==> config.mk <==
export PLATFORM = sky130hd
export DESIGN_NAME = rdback_sel
export DESIGN_NICKNAME = d
export VERILOG_FILES = /design/src/rtl/ssr_pkg.sv /design/src/rtl/ssr_field_latch.sv /design/src/rtl/ssr_src_fsm.sv /design/src/rtl/ssr_status_pack.sv /design/src/rtl/rdback_sel.sv
export SDC_FILE = /design/constraint.sdc
export NUM_CORES = 1
export LEC_CHECK = 0
export ABC_AREA = 1
export CAP_MARGIN = 20
export CORE_ASPECT_RATIO = 0.9
export CORE_MARGIN = 5
export CORE_UTILIZATION = 56
export DETAILED_ROUTE_END_ITERATION = 10
export DONT_BUFFER_PORTS = 1
export PLACE_DENSITY = 0.71
export REMOVE_ABC_BUFFERS = 1
export SLEW_MARGIN = 20
export SYNTH_ARGS = -nofsm -noshare
export SYNTH_HDL_FRONTEND = slang
export SYNTH_SLANG_ARGS = --single-unit
==> constraint.sdc <==
create_clock -name clk -period 2.14 [get_ports clk]
set_input_delay 0.428 -clock clk [delete_from_list [all_inputs] [get_ports clk]]
set_output_delay 0.428 -clock clk [all_outputs]
set_load 0.02 [all_outputs]
==> src/rtl/ssr_pkg.sv <==
package ssr_pkg;
    localparam int WORD_W  = 16;
    localparam int CHAN_W  = 3;
    localparam int PWR_W   = 2;
    localparam int SEL_W   = 2;
    localparam int CALS_W  = 2;

    // bit positions shared by control word and status word
    localparam int P_BIT_ZERO = 15;
    localparam int P_BIT_BUSY = 14;
    localparam int P_SGL      = 13;
    localparam int P_CHAN_LO  = 10;
    localparam int P_PWR_LO   = 8;
    localparam int P_SEL_LO   = 6;
    localparam int P_MODE     = 5;
    localparam int P_DONTCARE = 4;
    localparam int P_CALMODE  = 3;
    localparam int P_CALS_LO  = 1;
    localparam int P_CALRUN   = 0;

    localparam logic [SEL_W-1:0] SEL_STATUS  = 2'b11;
    localparam logic [SEL_W-1:0] SEL_CALBANK = 2'b10;

    typedef enum logic [1:0] {
        SRC_RESULT  = 2'd0,
        SRC_CALBANK = 2'd1,
        SRC_STATUS  = 2'd2
    } rd_src_e;

    typedef struct packed {
        logic              sgl;
        logic [CHAN_W-1:0] chan;
        logic [PWR_W-1:0]  pwr;
        logic [SEL_W-1:0]  rd_sel;
        logic              if_mode;
        logic              cal_mode;
        logic [CALS_W-1:0] cal_sel;
    } ctrl_fields_t;
endpackage

==> src/rtl/ssr_field_latch.sv <==
module ssr_field_latch
    import ssr_pkg::*;
(
    input  logic               clk,
    input  logic               rst_n,
    input  logic               wr_en,
    input  logic [WORD_W-1:0]  wr_word,
    input  logic               rd_pulse,
    output ctrl_fields_t       fields
);
    ctrl_fields_t decoded;

    always_comb begin
        decoded          = '0;
        decoded.sgl      = wr_word[P_SGL];
        decoded.chan     = wr_word[P_CHAN_LO +: CHAN_W];
        decoded.pwr      = wr_word[P_PWR_LO +: PWR_W];
        decoded.rd_sel   = wr_word[P_SEL_LO +: SEL_W];
        decoded.if_mode  = wr_word[P_MODE];
        decoded.cal_mode = wr_word[P_CALMODE];
        decoded.cal_sel  = wr_word[P_CALS_LO +: CALS_W];
    end

    // write first, then the read-cycle clear of the mode bit
    always_ff @(posedge clk or negedge rst_n) begin
        if (!rst_n) begin
            fields <= '0;
        end else begin
            if (wr_en)
                fields <= decoded;
            if (rd_pulse)
                fields.if_mode <= 1'b0;
        end
    end

    assert_mode_clear_R8: assert property (@(posedge clk) disable iff (!rst_n)
        rd_pulse |=> !fields.if_mode);

    assert_same_cycle_R9: assert property (@(posedge clk) disable iff (!rst_n)
        (wr_en && rd_pulse) |=> (fields.chan == $past(wr_word[P_CHAN_LO +: CHAN_W])) && !fields.if_mode);

    assert_hold_R10: assert property (@(posedge clk) disable iff (!rst_n)
        (!wr_en && !rd_pulse) |=> $stable(fields));

    assert_read_keeps_R10: assert property (@(posedge clk) disable iff (!rst_n)
        (!wr_en && rd_pulse) |=> (fields.chan == $past(fields.chan)) && (fields.cal_sel == $past(fields.cal_sel)));
endmodule

==> src/rtl/ssr_src_fsm.sv <==
module ssr_src_fsm
    import ssr_pkg::*;
(
    input  logic              clk,
    input  logic              rst_n,
    input  logic              wr_en,
    input  logic [SEL_W-1:0]  wr_sel,
    output rd_src_e           state
);
    rd_src_e state_nx;

    always_comb begin
        state_nx = state;
        if (wr_en) begin
            unique case (wr_sel)
                SEL_STATUS:  state_nx = SRC_STATUS;
                SEL_CALBANK: state_nx = SRC_CALBANK;
                default:     state_nx = SRC_RESULT;
            endcase
        end
    end

    always_ff @(posedge clk or negedge rst_n) begin
        if (!rst_n)
            state <= SRC_RESULT;
        else
            state <= state_nx;
    end

    assert_to_status_R2: assert property (@(posedge clk) disable iff (!rst_n)
        (wr_en && wr_sel == SEL_STATUS) |=> state == SRC_STATUS);

    assert_to_calbank_R2: assert property (@(posedge clk) disable iff (!rst_n)
        (wr_en && wr_sel == SEL_CALBANK) |=> state == SRC_CALBANK);

    assert_state_hold_R10: assert property (@(posedge clk) disable iff (!rst_n)
        !wr_en |=> $stable(state));
endmodule

==> src/rtl/ssr_status_pack.sv <==
module ssr_status_pack
    import ssr_pkg::*;
(
    input  ctrl_fields_t       fields,
    input  logic               busy,
    input  logic               cal_active,
    output logic [WORD_W-1:0]  status_word
);
    always_comb begin
        status_word                           = '0;
        status_word[P_BIT_ZERO]               = 1'b0;
        status_word[P_BIT_BUSY]               = busy | cal_active;
        status_word[P_SGL]                    = fields.sgl;
        status_word[P_CHAN_LO +: CHAN_W]      = fields.chan;
        status_word[P_PWR_LO +: PWR_W]        = fields.pwr;
        status_word[P_SEL_LO +: SEL_W]        = SEL_STATUS;
        status_word[P_MODE]                   = fields.if_mode;
        status_word[P_DONTCARE]               = 1'b0;
        status_word[P_CALMODE]                = fields.cal_mode;
        status_word[P_CALS_LO +: CALS_W]      = fields.cal_sel;
        status_word[P_CALRUN]                 = cal_active;
    end
endmodule

==> src/rtl/rdback_sel.sv <==
module rdback_sel
    import ssr_pkg::*;
(
    input  logic               clk,
    input  logic               rst_n,
    input  logic               ctrl_wr,
    input  logic [WORD_W-1:0]  ctrl_data,
    input  logic               rd_cycle,
    input  logic               busy,
    input  logic               cal_active,
    input  logic [WORD_W-1:0]  conv_result,
    input  logic [WORD_W-1:0]  cal_word,
    output logic [WORD_W-1:0]  rd_word
);
    ctrl_fields_t       fields;
    rd_src_e            src_state;
    logic [WORD_W-1:0]  status_word;

    ssr_field_latch u_latch (
        .clk      (clk),
        .rst_n    (rst_n),
        .wr_en    (ctrl_wr),
        .wr_word  (ctrl_data),
        .rd_pulse (rd_cycle),
        .fields   (fields)
    );

    ssr_src_fsm u_fsm (
        .clk    (clk),
        .rst_n  (rst_n),
        .wr_en  (ctrl_wr),
        .wr_sel (ctrl_data[P_SEL_LO +: SEL_W]),
        .state  (src_state)
    );

    ssr_status_pack u_pack (
        .fields      (fields),
        .busy        (busy),
        .cal_active  (cal_active),
        .status_word (status_word)
    );

    always_comb begin
        unique case (src_state)
            SRC_STATUS:  rd_word = status_word;
            SRC_CALBANK: rd_word = cal_word;
            default:     rd_word = conv_result;
        endcase
    end

    assert_fixed_bits_R3: assert property (@(posedge clk) disable iff (!rst_n)
        (src_state == SRC_STATUS) |-> (!rd_word[P_BIT_ZERO] && !rd_word[P_DONTCARE]));

    assert_live_busy_R4: assert property (@(posedge clk) disable iff (!rst_n)
        (src_state == SRC_STATUS) |-> (rd_word[P_BIT_BUSY] == (busy || cal_active)));

    assert_cal_run_R5: assert property (@(posedge clk) disable iff (!rst_n)
        (src_state == SRC_STATUS) |-> (rd_word[P_CALRUN] == cal_active));

    assert_sel_ones_R7: assert property (@(posedge clk) disable iff (!rst_n)
        (src_state == SRC_STATUS) |-> (rd_word[P_SEL_LO +: SEL_W] == 2'b11));

    assert_result_path_R2: assert property (@(posedge clk) disable iff (!rst_n)
        (src_state == SRC_RESULT) |-> (rd_word == conv_result));
endmodule

**Word level (Yosys, flattened, before mapping)**

Index checks and enable logic that the tools add are counted.

- Bits in registers: 12
- Logic and storage cells: 17
- Output and inout port bits: 16

- Multiplexer cells: 4
- Bitwise logic cells: 1
- Equal/unequal tests: 4
- Reduce and logical (&&, ||, !) cells: 1

Operators by type and width:

| kind | count |
|---|---|
| 16-bit one-hot mux with 2 select lines | 1 |
| 2-bit == test (second input constant) | 3 |
| 4-bit two-way mux | 1 |
| 2-bit one-hot mux with 2 select lines | 1 |
| 2-bit by 1-bit == test with 1-bit output (second input constant) | 1 |
| 2-bit nonzero test | 1 |
| 1-bit two-way mux | 1 |
| 1-bit bitwise OR | 1 |

**Logic depth before layout (Yosys ltp)**

Gate-level depths: netlist (run 1).

- Depth after elaboration: 2
- Depth in mapped cells: 7

**Modules after synthesis**

A second synthesis (run 1) with hierarchy kept.

- Cells, all modules: 190
- Area total of the unflattened synthesis: 1,199.9 µm²

By module, submodules not included:

| module | times used | sequential area each (µm²) | area an instance (µm²) | cells an instance |
|---|---|---|---|---|
| rdback_sel | 1 | 0.0 | 496.7 | 108 |
| ssr_field_latch | 1 | 300.3 | 489.2 | 52 |
| ssr_status_pack | 1 | 0.0 | 131.4 | 20 |
| ssr_src_fsm | 1 | 50.0 | 82.6 | 10 |

**Least setup slack after synthesis (run 1)**

No wires, ideal clock.

- Kind: flip-flop to output port
- From: reg u_fsm.state[0]
- To: out rd_word[10]
- Data arrival time: 1.292 ns
- Cell stages (with the launch flop): 8
- Buffers on the path: 2
- Slack: 0.420 ns
- Cell sequence: dfrtp_1 > inv_1 > ha_1 > buf_4 > inv_2 > buf_6 > nand3_1 > nand3_1

- Longest elaborated chain between the ends: 2
- Elaborated cells on any way between the ends: 3

RTL lines:

| item | RTL line | RTL |
|---|---|---|
| from (decl) | ssr_src_fsm.sv:8 | `output rd_src_e state` |
| from (signal assigned) | ssr_src_fsm.sv:27 | `state <= state_nx;` |
| 2-bit by 1-bit == test with 1-bit output / 2-bit == test (equally long branches) | rdback_sel.sv:44 | `unique case (src_state)` |
| 16-bit one-hot mux with 2 select lines (*) | rdback_sel.sv:44 |  |
| to (decl) | rdback_sel.sv:13 | `output logic [WORD_W-1:0] rd_word` |

Every way passes the cells marked *; elsewhere a longest branch is shown, timed or not.

**Worst setup path in the final report (run 1)**

- From: reg u_fsm.state[0]
- To: out rd_word[9]

The elaborated chain is that of the path after synthesis.

==> impl_results.md, run 1 <==
* Status: finished clean
* Die Ht at 46.7 µm
* Mapped Avg Cell Area at 6.41 µm²
* Mapped Cells at 131
* Nets@finish at 188
* Reg2reg path depth at 2
* RSZ-0062 raised after global routing: no
* Clk sinks at 12
* N_diodes at 0
* Reg2Reg Setup Slack at 1.44 ns
* Slew @ Worst Pin at 0.516 ns
* Post-DRT Antenna Nets at 0
* Reg-to-Reg End: u_fsm.state[0]
* Seq/Total Area, Yosys at 35.8%
* Clock network fraction of total power at 27.2%
* # fillers at 141
* Post-layout instance area at 918 µm²
* DR DRC count at 0
* WL final at 2.01 mm
* Via count at 790
* R2r startpoint: u_fsm.state[0]
* # Post-CTS Setup Buffers at 0
* P_int at 0.408 mW
* VDD IR max at 475 µV
* CTS Buffer Depth at 2
* Hold-critical path depth at 1
* Area growth from synthesis to final layout at 9.39%
* Clock-pin slew on the worst setup and hold paths at 0.07 ns
* Pin count of the biggest net entering global routing at 15
* Sw Ratio at 36.6%
* Root buffer cell: clkbuf_4
* Count of synthesis-stage warnings from yosys at 0
* CTS tree: yes
* Total power at 0.643 mW
* Core ar. at 1430 µm²
* Sum Neg Setup Slack at 0 ns
* CTS H-tree lvls at 1
* DRT iter0 DRCs at 13
* Number of global-route vias before repair at 678
* Critical Path RT at 1.71 ns
* Global-route wire length before repair at 3.02 mm
* Via-to-Cell Ratio at 5.45
* Initial Util at 58.7%
* PD cells at 700 nW/µm²
* Synth cell types at 13
* Flop pwr share at 40.1%
* Drt wl/cell at 13.9 µm
* GRT Total Usage at 16.4%
* Max Freq at 491 MHz
* Worst hold slack at 0.225 ns
* Crit Path Max Fanout at 12
* Post-DP HPWL at 1.56 mm
* Critical path launch point type: register
* TritonCTS Buffers at 3
* Floorplan row count at 13
* Period utilization at 95.2%
* Setup crit end kind: output port
* Die W at 50.8 µm
* PortBufs at 0
* Crit. Startpoint: u_fsm.state[0]
* Post-DP Area at 813 µm²
* Drt first pass iters at 2
* Combinational Power Share at 32.8%
* Setup violators final at 0
* Clk_skew at 0 ns
* Clock Latency Late Sink at 0.26 ns
* Post-synthesis register bit count at 12
* Post-synthesis instance area at 840 µm²
* Final min period at 2.04 ns
* Final hold viol count at 0
* Leakage at 0.502 nW
* Hold EP: u_latch.fields[3]
* Critical path class: reg2out
* Initial antenna violation count at 0
* Final GP Congestion at 0.739
* Max-slew headroom at 65.5%
* Max Slew Vio Count at 0
* Max Cap Viol at 0
* Num ports at 70
* GRT Residual Overflow at 0
* Share of cells above drive strength 1 at 14.6%
* Hold_sp: rd_cycle
* HP Class: in2reg
* Die Area at 2370 µm²
* Crit path DAT at 1.61 ns
* Switch Pwr at 0.235 mW
==> power by group through the flow <==
stage / combinational, mW / clock (mW) / sequential [mW]
floorplan: 0.162 / 0 / 0.258
global placement: 0.184 / 0 / 0.262
detailed placement: 0.186 / 0 / 0.262
CTS: 0.199 / 0.177 / 0.258
global route: 0.234 / 0.189 / 0.261
finish: 0.211 / 0.175 / 0.258
==> Yosys cell counts <==
cell     instances  area share, %
nor2_1           5            2.2
buf_2            3            1.8
buf_4            2            1.8
nand3_1         27             16
nand2_1         63             28
nor3_1           1           0.60
buf_6            2            2.7
inv_2            2           0.89
inv_1            8            3.6
o21ai_0          2            1.2
dfrtp_1         12             36
ha_1             3            4.5
nor2_2           1           0.75
==> how the worst max path moves through the flow <==
stage	end	slack (ns)
detailed placement	rd_word[7]	0.19
finish	rd_word[9]	0.10
global placement	rd_word[7]	0.23
global route	rd_word[7]	0.004
CTS	rd_word[14]	0.008
floorplan	rd_word[0]	0.22
==> what timing repair did <==
item / in CTS / in global routing
hold buffers: 1 / 0
setup endpoints to repair: 13 / 10
pin swaps: 0 / 1
resized for setup: 4 / 9
endpoints found under the hold margin: 12 / 0
==> registers in the layout, summed over array words and instances, names as in the netlist <==
signal          flops
u_fsm.state         2
u_latch.fields     10
==> layout by cell type, fill, tap and decap left out <==
cell type       n
ha_2            1
nor3_1          1
clkbuf_4        3
dlygate4sd3_1   1
buf_6           1
inv_2           2
nor2_2          1
inv_1           8
o21ai_0         2
ha_1            2
nor2_1          4
nand2_1        63
nor2_4          1
nand3_2         9
clkbuf_8        1
dfrtp_1        12
nand3_1        18
==> critical path, stage by stage (launching register included) <==
cell and delay (ns):
dfrtp_1 0.39, inv_1 0.11, ha_2 0.34, nor2_4 0.24, nand2_1 0.08, nand3_1 0.19
==> per-layer routing <==
metal / part of all wire [%] / track usage [%] / wire length, µm
met5: 0 / 0 / 0
met4: 0.45 / 4.59 / 9
met3: 14 / 6.03 / 285
met2: 48 / 27.7 / 965
met1: 37 / 20.0 / 750
==> cell type report <==
class                           count  area (µm²)  share of cell area [%]
Multi-Input combinational cell    102         504                    54.9
Sequential cell                    12         300                    32.7
Inverter                           10        37.5                    4.09
Clock buffer                        4        36.3                    3.95
Timing Repair Buffer                2        21.3                    2.32
Tap cell                           15        18.8                    2.04
==> metrics by stage <==
stage,instances,setup slack [ns],util (%)
2_1_floorplan,124,0.224,-
3_3_place_gp,140,0.232,56.8
3_5_place_dp,140,0.188,56.8
4_1_cts,145,0.00802,61.3
5_1_grt,145,0.00441,64.2
6_report,145,0.102,64.2
==> kinds of logic after synthesis <==
family,share of synthesized area [%]
AOI/OAI and AO/OA,1.19
adders and majority gates,4.47
buffers and inverters,10.7
DFF,35.8
and+or+nand+nor,47.8
Note: power is estimated with default switching activity, not from simulation.
==> inputs of run 2 (changes only) <==
- CELL_PAD_IN_SITES_DETAIL_PLACEMENT: unset -> 0
- CELL_PAD_IN_SITES_GLOBAL_PLACEMENT: unset -> 2
- CORE_UTILIZATION: 56 -> 29
- PLACE_DENSITY: 0.71 -> unset
- PLACE_DENSITY_LB_ADDON: unset -> 0.1
==> run 2 against run 1 <==
Cell count up 18%. Clock power is essentially flat. Critical path depth unchanged. Flip-flop and latch count did not move. Sequential share of layout area is 0.83 points lower. Global-route usage fell by 5.5 points. Power is 1.5% higher. Sequential power is essentially flat. Clock skew unchanged. Routed wire length is 18% higher. Hold slack about the same. Die area grew 71%. Critical endpoint is now rd_word[6].
==> impl_results.md, run 2 (synthesis results as in run 1) <==
* Status: finished clean
* N_diodes at 0 (unchanged)
* Pre-CTS WS at 0.0907 ns (-0.0976 ns)
* Clk sinks at 12 (unchanged)
* Num ports at 70 (unchanged)
* Critical Path RT at 1.71 ns (about the same)
* CTS tree: yes
* DR DRC count at 0 (unchanged)
* Via-to-Cell Ratio at 4.57 (-16%)
* Post-DP HPWL at 1.85 mm (+18%)
* Drt wl/cell at 13.9 µm (+0.14%)
* Floorplan row count at 18 (+5)
* # placed instances at 165 (+18%)
* Max-slew headroom at 64.9% (-0.56 points)
* Die Ht at 61.0 µm (+31%)
* Reg-to-Reg End: u_fsm.state[1]
* Critical path class: reg2out
* HP Class: in2reg
* Core ar. at 2770 µm² (+94%)
* Post-DRT Antenna Nets at 0 (unchanged)
* PortBufs at 0 (unchanged)
* Hold_sp: rd_cycle
* Pin count of the biggest net entering global routing at 15 (unchanged)
* DRT iter0 DRCs at 12 (-1)
* Commonest cells after routing, fill and taps aside: nand2_1, nand3_1, dfrtp_1
* Total power at 0.653 mW (+1.5%)
* Period utilization at 94.8% (-0.44 points)
* Cell class contributing the biggest share of worst-path delay: flip-flops
* Largest register FFs at 10 (unchanged)
* Hold EP: u_latch.fields[3]
* Leakage at 0.480 nW (-4.4%)
* Critical path launch point type: register
* Crit path DAT at 1.60 ns (about the same)
* Final hold viol count at 0 (unchanged)
* Sum Neg Setup Slack at 0 ns (unchanged)
* Share of cells above drive strength 1 at 12.2% (-2.4 points)
* Max Slew Vio Count at 0 (unchanged)
* Die Area at 4070 µm² (+71%)
* # Post-CTS Setup Buffers at 0 (unchanged)
* Area growth from synthesis to final layout at 12.2%
* Clk_skew at 0 ns (unchanged)
* PD cells at 693 nW/µm² (-1.0%)
* Worst hold slack at 0.225 ns (-0.000185 ns)
* Max Cap Viol at 0 (unchanged)
* Clock Latency Late Sink at 0.26 ns (about the same)
* Commonest non-fill, non-tap cell in the layout: nand2_1
* Post-layout instance area at 942 µm² (+2.6%)
* Via count at 781 (-1.1%)
* Initial Util at 30.3% (-28 points)
* Setup violators final at 0 (unchanged)
* TritonCTS Buffers at 3 (unchanged)
* Die W at 66.7 µm (+31%)
* Clock-pin slew on the worst setup and hold paths at 0.07 ns (about the same)
* Layout Utilization at 34.0% (-30 points)
* Top flop regs: u_latch.fields (10), u_fsm.state (2)
* R2r startpoint: u_fsm.state[1]
* M1 GR Usage at 14.4% (-5.5 points)
* CTS Buffer Depth at 2 (unchanged)
* Setup crit end kind: output port
* Final GP Congestion at 0.634 (-14%)
* Reg2Reg Setup Slack at 1.45 ns (about the same)
* Busiest grt layer: met2
* Hold-critical path depth at 1 (unchanged)
* Slew @ Worst Pin at 0.525 ns (+0.00834 ns)
* Global-route wire length before repair at 3.37 mm (+11%)
* Max Freq at 493 MHz (+0.46%)
* # fillers at 339 (+140%)
* GR Util met3 at 2.19% (-3.8 points)
* Initial antenna violation count at 0 (unchanged)
* RSZ-0062 raised after global routing: no
* Root buffer cell: clkbuf_4
* CP Cell Sequence: ha_4, buf_4, nor2_1, inv_1, nand3_2
* CP max-delay cell: dfrtp_1
* Met2 usage at 17.8% (-9.9 points)
* Final setup margin at 0.112 ns (+0.00937 ns)
* GRT Residual Overflow at 0 (unchanged)
* Post-DP Area at 845 µm² (+3.8%)
* Drt first pass iters at 4 (+2)
* Max stage delay on crit path at 0.42 ns (+0.03 ns)
* Final min period at 2.03 ns (-0.00937 ns)
* Crit Path Max Fanout at 13 (+1)
* Number of global-route vias before repair at 742 (+9.4%)
* CTS H-tree lvls at 1 (unchanged)
* GRT Total Usage at 10.9% (-5.5 points)
* WL final at 2.38 mm (+18%)
* Nets@finish at 189 (+0.53%)
* Reg2reg path depth at 2 (unchanged)
* VDD IR max at 283 µV (-40%)
* Crit. Startpoint: u_fsm.state[1]
* WP buf/inv at 2 (+1)
* Final Non-Filler Cells at 171 (+18%)
* Largest Register: u_latch.fields
run 2: worst max-delay path by stage:
stage	to	slack (ns)	cells after the start
final	rd_word[6]	0.11	5
after global routing	rd_word[6]	0.007	5
after CTS	rd_word[7]	-0.06	6
after detailed placement	rd_word[13]	0.09	5
after global placement	rd_word[13]	0.17	5
after floorplan	rd_word[0]	0.22	5
run 2: final cells by class:
| type | count | area, µm² | share of cell area, % |
|---|---|---|---|
| multi-input cells | 103 | 500 | 53.1 |
| flip-flops and latches | 12 | 300 | 31.9 |
| well taps | 40 | 50.0 | 5.31 |
| inverters | 10 | 37.5 | 3.98 |
| clock buffers | 4 | 36.3 | 3.85 |
| repair buffers | 2 | 17.5 | 1.86 |
run 2: timing repair:
action	4_1_cts	5_1_grt
gates cloned	0	1
hold buffers	1	0
hold endpoints to repair	12	0
resized for setup	3	7
setup endpoints to repair	13	15
pin swaps	1	1
run 2: report_power, final:
| group | switching (mW) | internal, mW |
|---|---|---|
| Combinational | 0.157 | 0.0598 |
| Sequential | 0.0134 | 0.246 |
| Clock | 0.0731 | 0.103 |
run 2: metal layers:
metal	part of all wire, %	up-vias
met5	0	-
met4	0.59	0
met3	11	2
met2	41	41
met1	47	327
li1	-	411
==> inputs of run 3 (changes only) <==
- CORE_UTILIZATION: 29 -> 32
- SYNTH_HIERARCHICAL: unset -> 1
==> run 3 against run 2 <==
Via count rose by 16%. Synthesized cell count rose by 39%. Fmax rose by 8.3%. Core utilization fell by 2.3 points. Sequential power barely moved. Count of clock-buffer cells in the layout did not move. Flip-flop and latch count did not move. Register-to-register slack improved by 0.06 ns. Area after synthesis rose by 34%. Critical path depth did not move. Combinational power rose by 2%. Critical endpoint is now rd_word[12]. Largest cell class unchanged. Highest routed layer is now met3.
==> impl_results.md, run 3 <==
* Final setup margin at 0.266 ns (+0.155 ns)
* Layout Utilization at 31.7% (-2.3 points)
* WL final at 2.56 mm (+8.0%)
* Commonest non-fill, non-tap cell in the layout: nand2_1
* Clk sinks at 12 (unchanged)
* Post-DP HPWL at 1.97 mm (+6.8%)
* Post-DRT Antenna Nets at 0 (unchanged)
* Initial Util at 33.2% (+2.9 points)
* Mapped Cells at 182 (+39%)
* Initial antenna violation count at 0 (unchanged)
* Final GP Congestion at 0.754 (+19%)
* Worst hold slack at 0.292 ns (+0.0667 ns)
* # fillers at 412 (+22%)
* Crit path DAT at 1.45 ns (-0.15 ns)
* Final min period at 1.87 ns (-0.155 ns)
* Worst path most repeated cell: nand2_1
* Clk_skew at 0 ns (unchanged)
* Max Freq at 534 MHz (+8.3%)
* Slew @ Worst Pin at 0.567 ns (+0.0423 ns)
* CP Cell Sequence: inv_1, ha_1, inv_4, nand2_1, nand2_1
* Drt wl/cell at 11.9 µm (-14%)
* Root buffer cell: clkbuf_8
* Num ports at 70 (unchanged)
* PD cells at 675 nW/µm² (-2.6%)
* GRT Total Usage at 10.9% (about the same)
* Critical path class: reg2out
* Die W at 72.4 µm (+8.5%)
* Leakage at 0.647 nW (+35%)
* Max stage delay on crit path at 0.37 ns (-0.05 ns)
* HP Class: in2reg
* Cts repair resizes at 0 (-3)
* Core ar. at 3380 µm² (+22%)
* Max Slew Vio Count at 0 (unchanged)
* Sum Neg Setup Slack at 0 ns (unchanged)
* Number of global-route vias before repair at 910 (+23%)
* TritonCTS Buffers at 3 (unchanged)
* Hold_sp: ctrl_wr
* DR DRC count at 0 (unchanged)
* Critical Path RT at 1.71 ns (about the same)
* CTS tree: yes
* Global-route wire length before repair at 4.09 mm (+22%)
* Period utilization at 87.5% (-7.2 points)
* Largest Register: u_latch/fields
* Die Area at 4790 µm² (+18%)
* Final hold viol count at 0 (unchanged)
* Via-to-Cell Ratio at 4.20 (-8.0%)
* Pin count of the biggest net entering global routing at 24 (+9)
* Share of cells above drive strength 1 at 9.36% (-2.9 points)
* Setup violators final at 0 (unchanged)
* Mapped Avg Cell Area at 6.16 µm² (-3.9%)
* VDD IR max at 247 µV (-13%)
* Max Cap Viol at 0 (unchanged)
* RSZ-0062 raised after global routing: no
* Reg2reg path depth at 2 (unchanged)
* Critical path launch point type: register
* Cell class contributing the biggest share of worst-path delay: flip-flops
* Via count at 903 (+16%)
* WP buf/inv at 2 (unchanged)
* Area growth from synthesis to final layout at -4.46%
* Largest register FFs at 10 (unchanged)
* CTS H-tree lvls at 1 (unchanged)
* Floorplan row count at 20 (+2)
* CP max-delay cell: dfrtp_1
* Post-synthesis instance area at 1120 µm² (+34%)
* Count of synthesis-stage warnings from yosys at 6 (+6)
* Area of the multi-input gates at 539 µm² (+7.7%)
* Status: finished clean
* Hold-critical path depth at 1 (unchanged)
* FF+latch area at 300 µm² (unchanged)
* Max-slew headroom at 62.1% (-2.8 points)
* DRT iter0 DRCs at 16 (+4)
* Crit. Startpoint: u_fsm/state[0]
* Top flop regs: u_latch/fields (10), u_fsm/state (2)
* Setup crit end kind: output port
* CTS Buffer Depth at 2 (unchanged)
* Pre-CTS WS at 0.494 ns (+0.403 ns)
* Reg2Reg Setup Slack at 1.51 ns (+0.06 ns)
* R2r startpoint: u_fsm/state[1]
* GRT Residual Overflow at 0 (unchanged)
* Drt first pass iters at 4 (unchanged)
* Die Ht at 66.2 µm (+8.4%)
* Clock Latency Late Sink at 0.23 ns (-0.03 ns)
* Nets@finish at 228 (+21%)
* # Post-CTS Setup Buffers at 0 (unchanged)
* Clock-pin slew on the worst setup and hold paths at 0.05 ns (-0.02 ns)
* PortBufs at 0 (unchanged)
* Commonest cells after routing, fill and taps aside: nand2_1, inv_1, dfrtp_1
* Crit Path Max Fanout at 16 (+3)
* Reg-to-Reg End: u_fsm/state[1]
* N_diodes at 0 (unchanged)
* Hold EP: u_latch/fields[2]
[run 3: layout make-up]
| cell class | instances | area share [%] |
|---|---|---|
| multi-input cells | 131 | 50.4 |
| repair buffers | 7 | 5.14 |
| flip-flops and latches | 12 | 28.0 |
| well taps | 44 | 5.14 |
| clock buffers | 4 | 5.14 |
| inverters | 17 | 6.19 |
[run 3: power breakdown]
part           total [mW]  switching (mW)  internal (mW)
registers           0.257          0.0106          0.246
logic               0.222           0.161         0.0605
clock network       0.244          0.0817          0.162
total               0.723           0.254          0.469
[run 3: timing repair]
action | CTS | global route
hold buffers | 1 | 0
endpoints found under the setup margin | 0 | 0
hold endpoints to repair | 12 | 0
[run 3: how the worst max path moves through the flow]
| stage | depth (start not counted) | slack (ns) | end |
|---|---|---|---|
| floorplan | 5 | 0.46 | rd_word[0] |
| global placement | 5 | 0.51 | rd_word[12] |
| detailed placement | 5 | 0.49 | rd_word[12] |
| CTS | 5 | 0.23 | rd_word[12] |
| global route | 5 | 0.16 | rd_word[2] |
| finish | 5 | 0.27 | rd_word[12] |
[run 3: stage by stage]
stage	cells	area, µm²	total power [mW]
4_1_cts	215	1070	0.742
3_5_place_dp	210	1010	0.483
3_3_place_gp	210	1010	0.481
5_1_grt	215	1070	0.772
6_report	215	1070	0.723
2_1_floorplan	160	906	0.430
[run 3: per-layer routing]
layer | GRT usage, % | up-vias | routed length, µm | part of all wire (%)
met5 | 0 | - | 0 | 0
li1 | - | 492 | - | -
met2 | 17.6 | 40 | 1120 | 44
met3 | 2.74 | 0 | 257 | 10
met4 | 2.76 | 0 | 0 | 0
met1 | 14.6 | 371 | 1190 | 46
